<file path="src/rtl/sentry_pkg.sv">
package sentry_pkg;
  localparam int BUS_DW = 32;
  localparam int OFS_CTRL  = 'h00;
  localparam int OFS_RANGE = 'h04;
  localparam int OFS_COUNT = 'h08;
  localparam int OFS_KICK  = 'h0C;
  localparam logic [BUS_DW-1:0] KICK_WORD = 32'h0000_0076;

  typedef enum logic [2:0] {
    REG_CTRL,
    REG_RANGE,
    REG_COUNT,
    REG_KICK,
    REG_NONE
  } reg_sel_e;
endpackage

</file>
<file path="src/rtl/sentry_regs.sv">
module sentry_regs
  import sentry_pkg::*;
#(
  parameter int ADDR_W = 8,
  parameter int SEL_W  = 4,
  parameter int CNT_W  = 32
) (
  input  logic              clk,
  input  logic              rst,
  input  logic              bus_sel,
  input  logic              bus_we,
  input  logic [ADDR_W-1:0] bus_addr,
  input  logic [BUS_DW-1:0] bus_wdata,
  input  logic [CNT_W-1:0]  cnt_val,
  output logic              en_o,
  output logic [SEL_W-1:0]  top_o,
  output logic [SEL_W-1:0]  topinit_o,
  output logic              start_o,
  output logic              kick_o,
  output logic [BUS_DW-1:0] rdata_o
);
  reg_sel_e            rsel;
  logic                en_q;
  logic [SEL_W-1:0]    top_q, topinit_q;
  logic [BUS_DW-1:0]   rdata_q, rd_mux;
  logic                wr;

  always_comb begin
    if (bus_addr == ADDR_W'(OFS_CTRL))       rsel = REG_CTRL;
    else if (bus_addr == ADDR_W'(OFS_RANGE)) rsel = REG_RANGE;
    else if (bus_addr == ADDR_W'(OFS_COUNT)) rsel = REG_COUNT;
    else if (bus_addr == ADDR_W'(OFS_KICK))  rsel = REG_KICK;
    else                                     rsel = REG_NONE;
  end

  assign wr      = bus_sel & bus_we;
  assign start_o = wr & (rsel == REG_CTRL) & bus_wdata[0] & ~en_q;
  assign kick_o  = wr & (rsel == REG_KICK) & (bus_wdata == KICK_WORD) & en_q;

  always_comb begin
    case (rsel)
      REG_CTRL:  rd_mux = BUS_DW'(en_q);
      REG_RANGE: rd_mux = BUS_DW'({topinit_q, top_q});
      REG_COUNT: rd_mux = BUS_DW'(cnt_val);
      default:   rd_mux = '0;
    endcase
  end

  always_ff @(posedge clk) begin
    if (rst) begin
      en_q      <= 1'b0;
      top_q     <= '0;
      topinit_q <= '0;
      rdata_q   <= '0;
    end else begin
      if (start_o) en_q <= 1'b1;
      if (wr && rsel == REG_RANGE) begin
        top_q     <= bus_wdata[SEL_W-1:0];
        topinit_q <= bus_wdata[2*SEL_W-1:SEL_W];
      end
      if (bus_sel && !bus_we) rdata_q <= rd_mux;
    end
  end

  assign en_o      = en_q;
  assign top_o     = top_q;
  assign topinit_o = topinit_q;
  assign rdata_o   = rdata_q;
endmodule

</file>
<file path="src/rtl/sentry_count.sv">
module sentry_count #(
  parameter int CNT_W    = 32,
  parameter int SEL_W    = 4,
  parameter int BASE_EXP = 16
) (
  input  logic             clk,
  input  logic             rst,
  input  logic             en,
  input  logic             start,
  input  logic             kick,
  input  logic [SEL_W-1:0] top,
  input  logic [SEL_W-1:0] topinit,
  output logic [CNT_W-1:0] cnt_o,
  output logic             expire_o
);
  localparam int NSEL = 1 << SEL_W;

  logic [CNT_W-1:0] load_tbl [NSEL];
  logic [CNT_W-1:0] cnt_q;

  for (genvar i = 0; i < NSEL; i++) begin : g_load
    if (BASE_EXP + i < CNT_W) begin : g_fit
      assign load_tbl[i] = CNT_W'(1) << (BASE_EXP + i);
    end else begin : g_sat
      assign load_tbl[i] = '1;
    end
  end

  assign expire_o = en & ~kick & (cnt_q == '0);

  always_ff @(posedge clk) begin
    if (rst)                    cnt_q <= '1;
    else if (start)             cnt_q <= load_tbl[topinit];
    else if (kick || expire_o)  cnt_q <= load_tbl[top];
    else if (en)                cnt_q <= cnt_q - 1'b1;
  end

  assign cnt_o = cnt_q;
endmodule

</file>
<file path="src/rtl/sentry_pulse.sv">
module sentry_pulse #(
  parameter int PULSE_LEN = 8
) (
  input  logic clk,
  input  logic rst,
  input  logic fire,
  output logic pulse_o
);
  localparam int PLS_W = $clog2(PULSE_LEN + 1);

  logic [PLS_W-1:0] left_q;
  logic             out_q;

  always_ff @(posedge clk) begin
    if (rst) begin
      left_q <= '0;
      out_q  <= 1'b0;
    end else if (fire) begin
      left_q <= PLS_W'(PULSE_LEN);
      out_q  <= 1'b1;
    end else if (left_q != '0) begin
      left_q <= left_q - 1'b1;
      out_q  <= (left_q != PLS_W'(1));
    end
  end

  assign pulse_o = out_q;
endmodule

</file>
<file path="src/rtl/sentry_wdt.sv">
module sentry_wdt
  import sentry_pkg::*;
#(
  parameter int ADDR_W    = 8,
  parameter int CNT_W     = 32,
  parameter int SEL_W     = 4,
  parameter int BASE_EXP  = 16,
  parameter int PULSE_LEN = 8
) (
  input  logic              clk,
  input  logic              rst,
  input  logic              bus_sel,
  input  logic              bus_we,
  input  logic [ADDR_W-1:0] bus_addr,
  input  logic [31:0]       bus_wdata,
  output logic [31:0]       bus_rdata,
  output logic              wdt_rst_o
);
  logic             en_w, start_w, kick_w, expire_w;
  logic [SEL_W-1:0] top_w, topinit_w;
  logic [CNT_W-1:0] cnt_w;

  sentry_regs #(.ADDR_W(ADDR_W), .SEL_W(SEL_W), .CNT_W(CNT_W)) u_regs (
    .clk(clk), .rst(rst), .bus_sel(bus_sel), .bus_we(bus_we),
    .bus_addr(bus_addr), .bus_wdata(bus_wdata), .cnt_val(cnt_w),
    .en_o(en_w), .top_o(top_w), .topinit_o(topinit_w),
    .start_o(start_w), .kick_o(kick_w), .rdata_o(bus_rdata)
  );

  sentry_count #(.CNT_W(CNT_W), .SEL_W(SEL_W), .BASE_EXP(BASE_EXP)) u_count (
    .clk(clk), .rst(rst), .en(en_w), .start(start_w), .kick(kick_w),
    .top(top_w), .topinit(topinit_w), .cnt_o(cnt_w), .expire_o(expire_w)
  );

  sentry_pulse #(.PULSE_LEN(PULSE_LEN)) u_pulse (
    .clk(clk), .rst(rst), .fire(expire_w), .pulse_o(wdt_rst_o)
  );
endmodule

</file>
<file path="config.mk">
export PLATFORM = sky130hd
export DESIGN_NAME = sentry_wdt
export DESIGN_NICKNAME = d
export VERILOG_FILES = /design/src/rtl/sentry_pkg.sv /design/src/rtl/sentry_regs.sv /design/src/rtl/sentry_count.sv /design/src/rtl/sentry_pulse.sv /design/src/rtl/sentry_wdt.sv
export SDC_FILE = /design/constraint.sdc
export NUM_CORES = 1
export LEC_CHECK = 0
export ABC_AREA = 1
export BUFFER_PORTS_ARGS = -buffer_cell sky130_fd_sc_hd__buf_4
export CORE_UTILIZATION = 50
export CTS_CLUSTER_SIZE = 40
export DETAILED_ROUTE_END_ITERATION = 8
export GPL_ROUTABILITY_DRIVEN = 0
export PLACE_DENSITY = 0.72
export SYNTH_ARGS = -nofsm -noshare
export SYNTH_HDL_FRONTEND = slang
export SYNTH_SLANG_ARGS = --single-unit
</file>
<file path="constraint.sdc">
create_clock -name clk -period 4.4 [get_ports clk]
set_input_delay 0.66 -clock clk [delete_from_list [all_inputs] [get_ports clk]]
set_output_delay 0.66 -clock clk [all_outputs]
set_load 0.05 [all_outputs]
</file>
==> summary.txt <==
Most frequent cells in the layout = sky130_fd_sc_hd__nand2_1, sky130_fd_sc_hd__inv_1, sky130_fd_sc_hd__nor2_1, sky130_fd_sc_hd__buf_4, sky130_fd_sc_hd__dfxtp_1
Number of remaining DRC errors = 0
Status = complete, no violations
Most common library cell in the layout ignoring fill and taps = sky130_fd_sc_hd__nand2_1
WP data required = 4660 ps
Class of the tightest hold or removal check = flop to flop
Clock input transition at the sequential cells of the worst setup and hold paths = 90 ps
Final Hold Slack = 472.2 ps
Final nets = 904
Total clock buffers created by CTS = 9
Leakage dissipation = 2.683 nW
Worst IR Drop VDD = 0.1590 mV
Antenna violations before repair = 0
Max-capacitance violation count = 0
Starting utilization of the core area = 0.5195
Number of top-level pins = 77
Number of gates given a new drive strength after cts = 0
Clk sink count = 78
Overall die area = 10090 µm²
CTS H-tree depth = 3
Endpoints failing setup = 0
Number of iterations in the first detailed-routing pass = 7
Sort of element at the start of the critical path = input port
Share of layout cells above drive strength 1 = 0.1314
Setup TNS = 0 ps
Synthesized flop and latch total = 78
Hold Violations, Final = 0
Routed vias = 5334
Number of cells produced by synthesis = 793
Number of global-route vias before repair = 4886
Crit end category = flop
CP arrival = 2600 ps
Multi-input gate area = 2788 µm²
Headroom to the max-slew limit = 0.3399
Maximum fanout count along the critical path = 31
Area taken by flip-flops and latches = 1562 µm²
Total of warnings raised by yosys = 0
Leftover overflow at the end of global routing = 0
Placed Cells = 973
Fill cells = 932
Cell breakdown of the critical path = buf_4 > inv_2 > nand2_1 > nor2_4 > nand4_1 > inv_1 > nand4_4 > nand2_1 > buf_4 > o21ai_0 > inv_1 > nand2_1
Horizontal die dimension = 100.4 µm
Actual transition at the worst max-transition pin = 987.7 ps
TritonCTS clock tree = yes
Global routing usage on met1 = 0.3838
Global-route wire length before repair = 22810 µm
Post-Route Skew = 12.92 ps
Power density over the cells = 285.0 nW/µm²
Clock Path Buffers = 2
Maximum single-stage delay on the critical path = 460 ps
Final worst path period share = 0.5316
Clock latency reported for the late side of the worst-skew pair = 360 ps
Vias per inst = 5.393
Unrepaired setup endpoints after global routing = false
Area of the core = 9328 µm²
GR peak layer = met2
Max stage delay cell, worst path = sky130_fd_sc_hd__nand2_1
Die height = 100.4 µm
Core Rows = 35
Global Route Usage Sum = 0.2873
Number of DRC markers in iteration 0 = 387
Largest net degree at the start of global routing = 58
Fmax achieved = 427.5 MHz
Post CTS Setup Buffer Count = 0
Final HPWL from detailed placement = 10640 µm
Cell at the root of the clock tree = sky130_fd_sc_hd__clkbuf_8
Library cell appearing most often on the critical path = sky130_fd_sc_hd__nand2_1
Met3 Usage GRT = 0.04735
Slack of the worst reg-to-reg path = 2140 ps
Synthesized area divided by synthesized cell count = 6.111 µm²
Setup slack of the critical path after layout = 2061 ps
Minimum setup slack after placement = 1723 ps
Portion of the post-synthesis area used by sequential elements = 0.3222
Detail-routed net length per standard cell = 14.05 µm
Buffers added on ports = 76
Post-route ant nets = 0
Area Overhead vs Synth = 17.69%
Synthesized netlist net count = 842
Number of inserted diodes = 0
Final wirelength = 13890 µm
Min Clock Period, post-route = 2339 ps
Final Max Slew Viols = 0
Netlist Area Pre-Place = 4846 µm²
Critical setup path kind = input port to flop
Number of distinct library cells after synthesis = 33
Cell Count, Final, Fillers Out = 989
Met2 Track Usage GR = 0.4784
Hold-fix buffers, CTS = 0
## area by class of cell
cell class / instances / area share
clock inverter: 5 / 0.01426
timing repair buffer: 78 / 0.1027
sequential: 78 / 0.2738
tap: 129 / 0.02830
clock buffer: 11 / 0.02304
multi-input combinational: 583 / 0.4888
inverter: 105 / 0.06911
## per-stage QoR
step / utilization / cell area (µm²) / power [mW]
2_1_floorplan: - / 4846 / 0.9473
3_3_place_gp: 0.5886 / 5490 / 1.025
3_5_place_dp: 0.5886 / 5490 / 1.035
4_1_cts: 0.6114 / 5703 / 1.629
5_1_grt: 0.6114 / 5703 / 1.696
6_report: 0.6114 / 5703 / 1.625
## worst paths after layout
kind                startpoint  cells after the start                 to
min          u_regs.rdata_o[6]                      2  u_regs.rdata_o[6]
min reg2reg  u_regs.rdata_o[6]                      2  u_regs.rdata_o[6]
max                bus_addr[4]                     12  u_count.cnt_o[25]
max reg2reg   u_count.cnt_o[0]                     13  u_count.cnt_o[26]
## registers in the layout, indices dropped and copies added (netlist names)
signal and flops:
u_regs.en_o 1, u_pulse.left_q 4, u_pulse.pulse_o 1, u_regs.rdata_o 32, u_regs.top_o 4, u_count.cnt_o 32, u_regs.topinit_o 4
## synthesized netlist by cell type, drive strengths merged
cell type	instances	area [µm²]
a21oi	47	239.0
a31oi	1	6.260
and3	1	6.260
buf	9	42.54
clkbuf	18	67.56
clkinv	5	18.77
dfxtp	78	1562
ha	5	62.56
inv	100	375.4
nand2	237	889.6
nand3	56	290.3
nand3b	3	22.52
nand4	23	171.4
nor2	100	400.4
nor3	3	15.01
nor4	7	43.79
o211ai	2	15.01
o21ai	57	285.3
o221ai	12	105.1
o22ai	8	50.05
o31ai	1	7.510
or2	2	12.51
xnor2	2	17.52
xor2	16	140.1
## where the power goes
part | switching, mW | internal, mW | total (mW)
Sequential | 0.0194 | 0.737 | 0.756
Clock | 0.285 | 0.322 | 0.607
Combinational | 0.162 | 0.100 | 0.262
## kinds of logic (layout without fill, tap and decap cells)
family,count (synthesis),after routing,synth area share
XOR/XNOR,18,18,0.03253
AO/OA/AOI/OAI,128,128,0.1461
AND/OR/NAND/NOR,432,432,0.3821
adder cells (fa/ha/maj),5,5,0.01291
flip-flops,78,78,0.3222
buffers and inverters,132,199,0.1041
## layer usage
layer  up-vias  routed length (µm)
li1       2688                   -
met1      2447                6285
met2       183                6466
met3        16                 935
met4         0                 205
met5         -                   0
## worst max-delay path, delay by kind of cell
| kind | cells | cell delay (ps) |
|---|---|---|
| compound gates | 1 | 140 |
| simple gates | 6 | 1030 |
| buf+inv | 5 | 750 |
(Power assumes the default switching activity.)
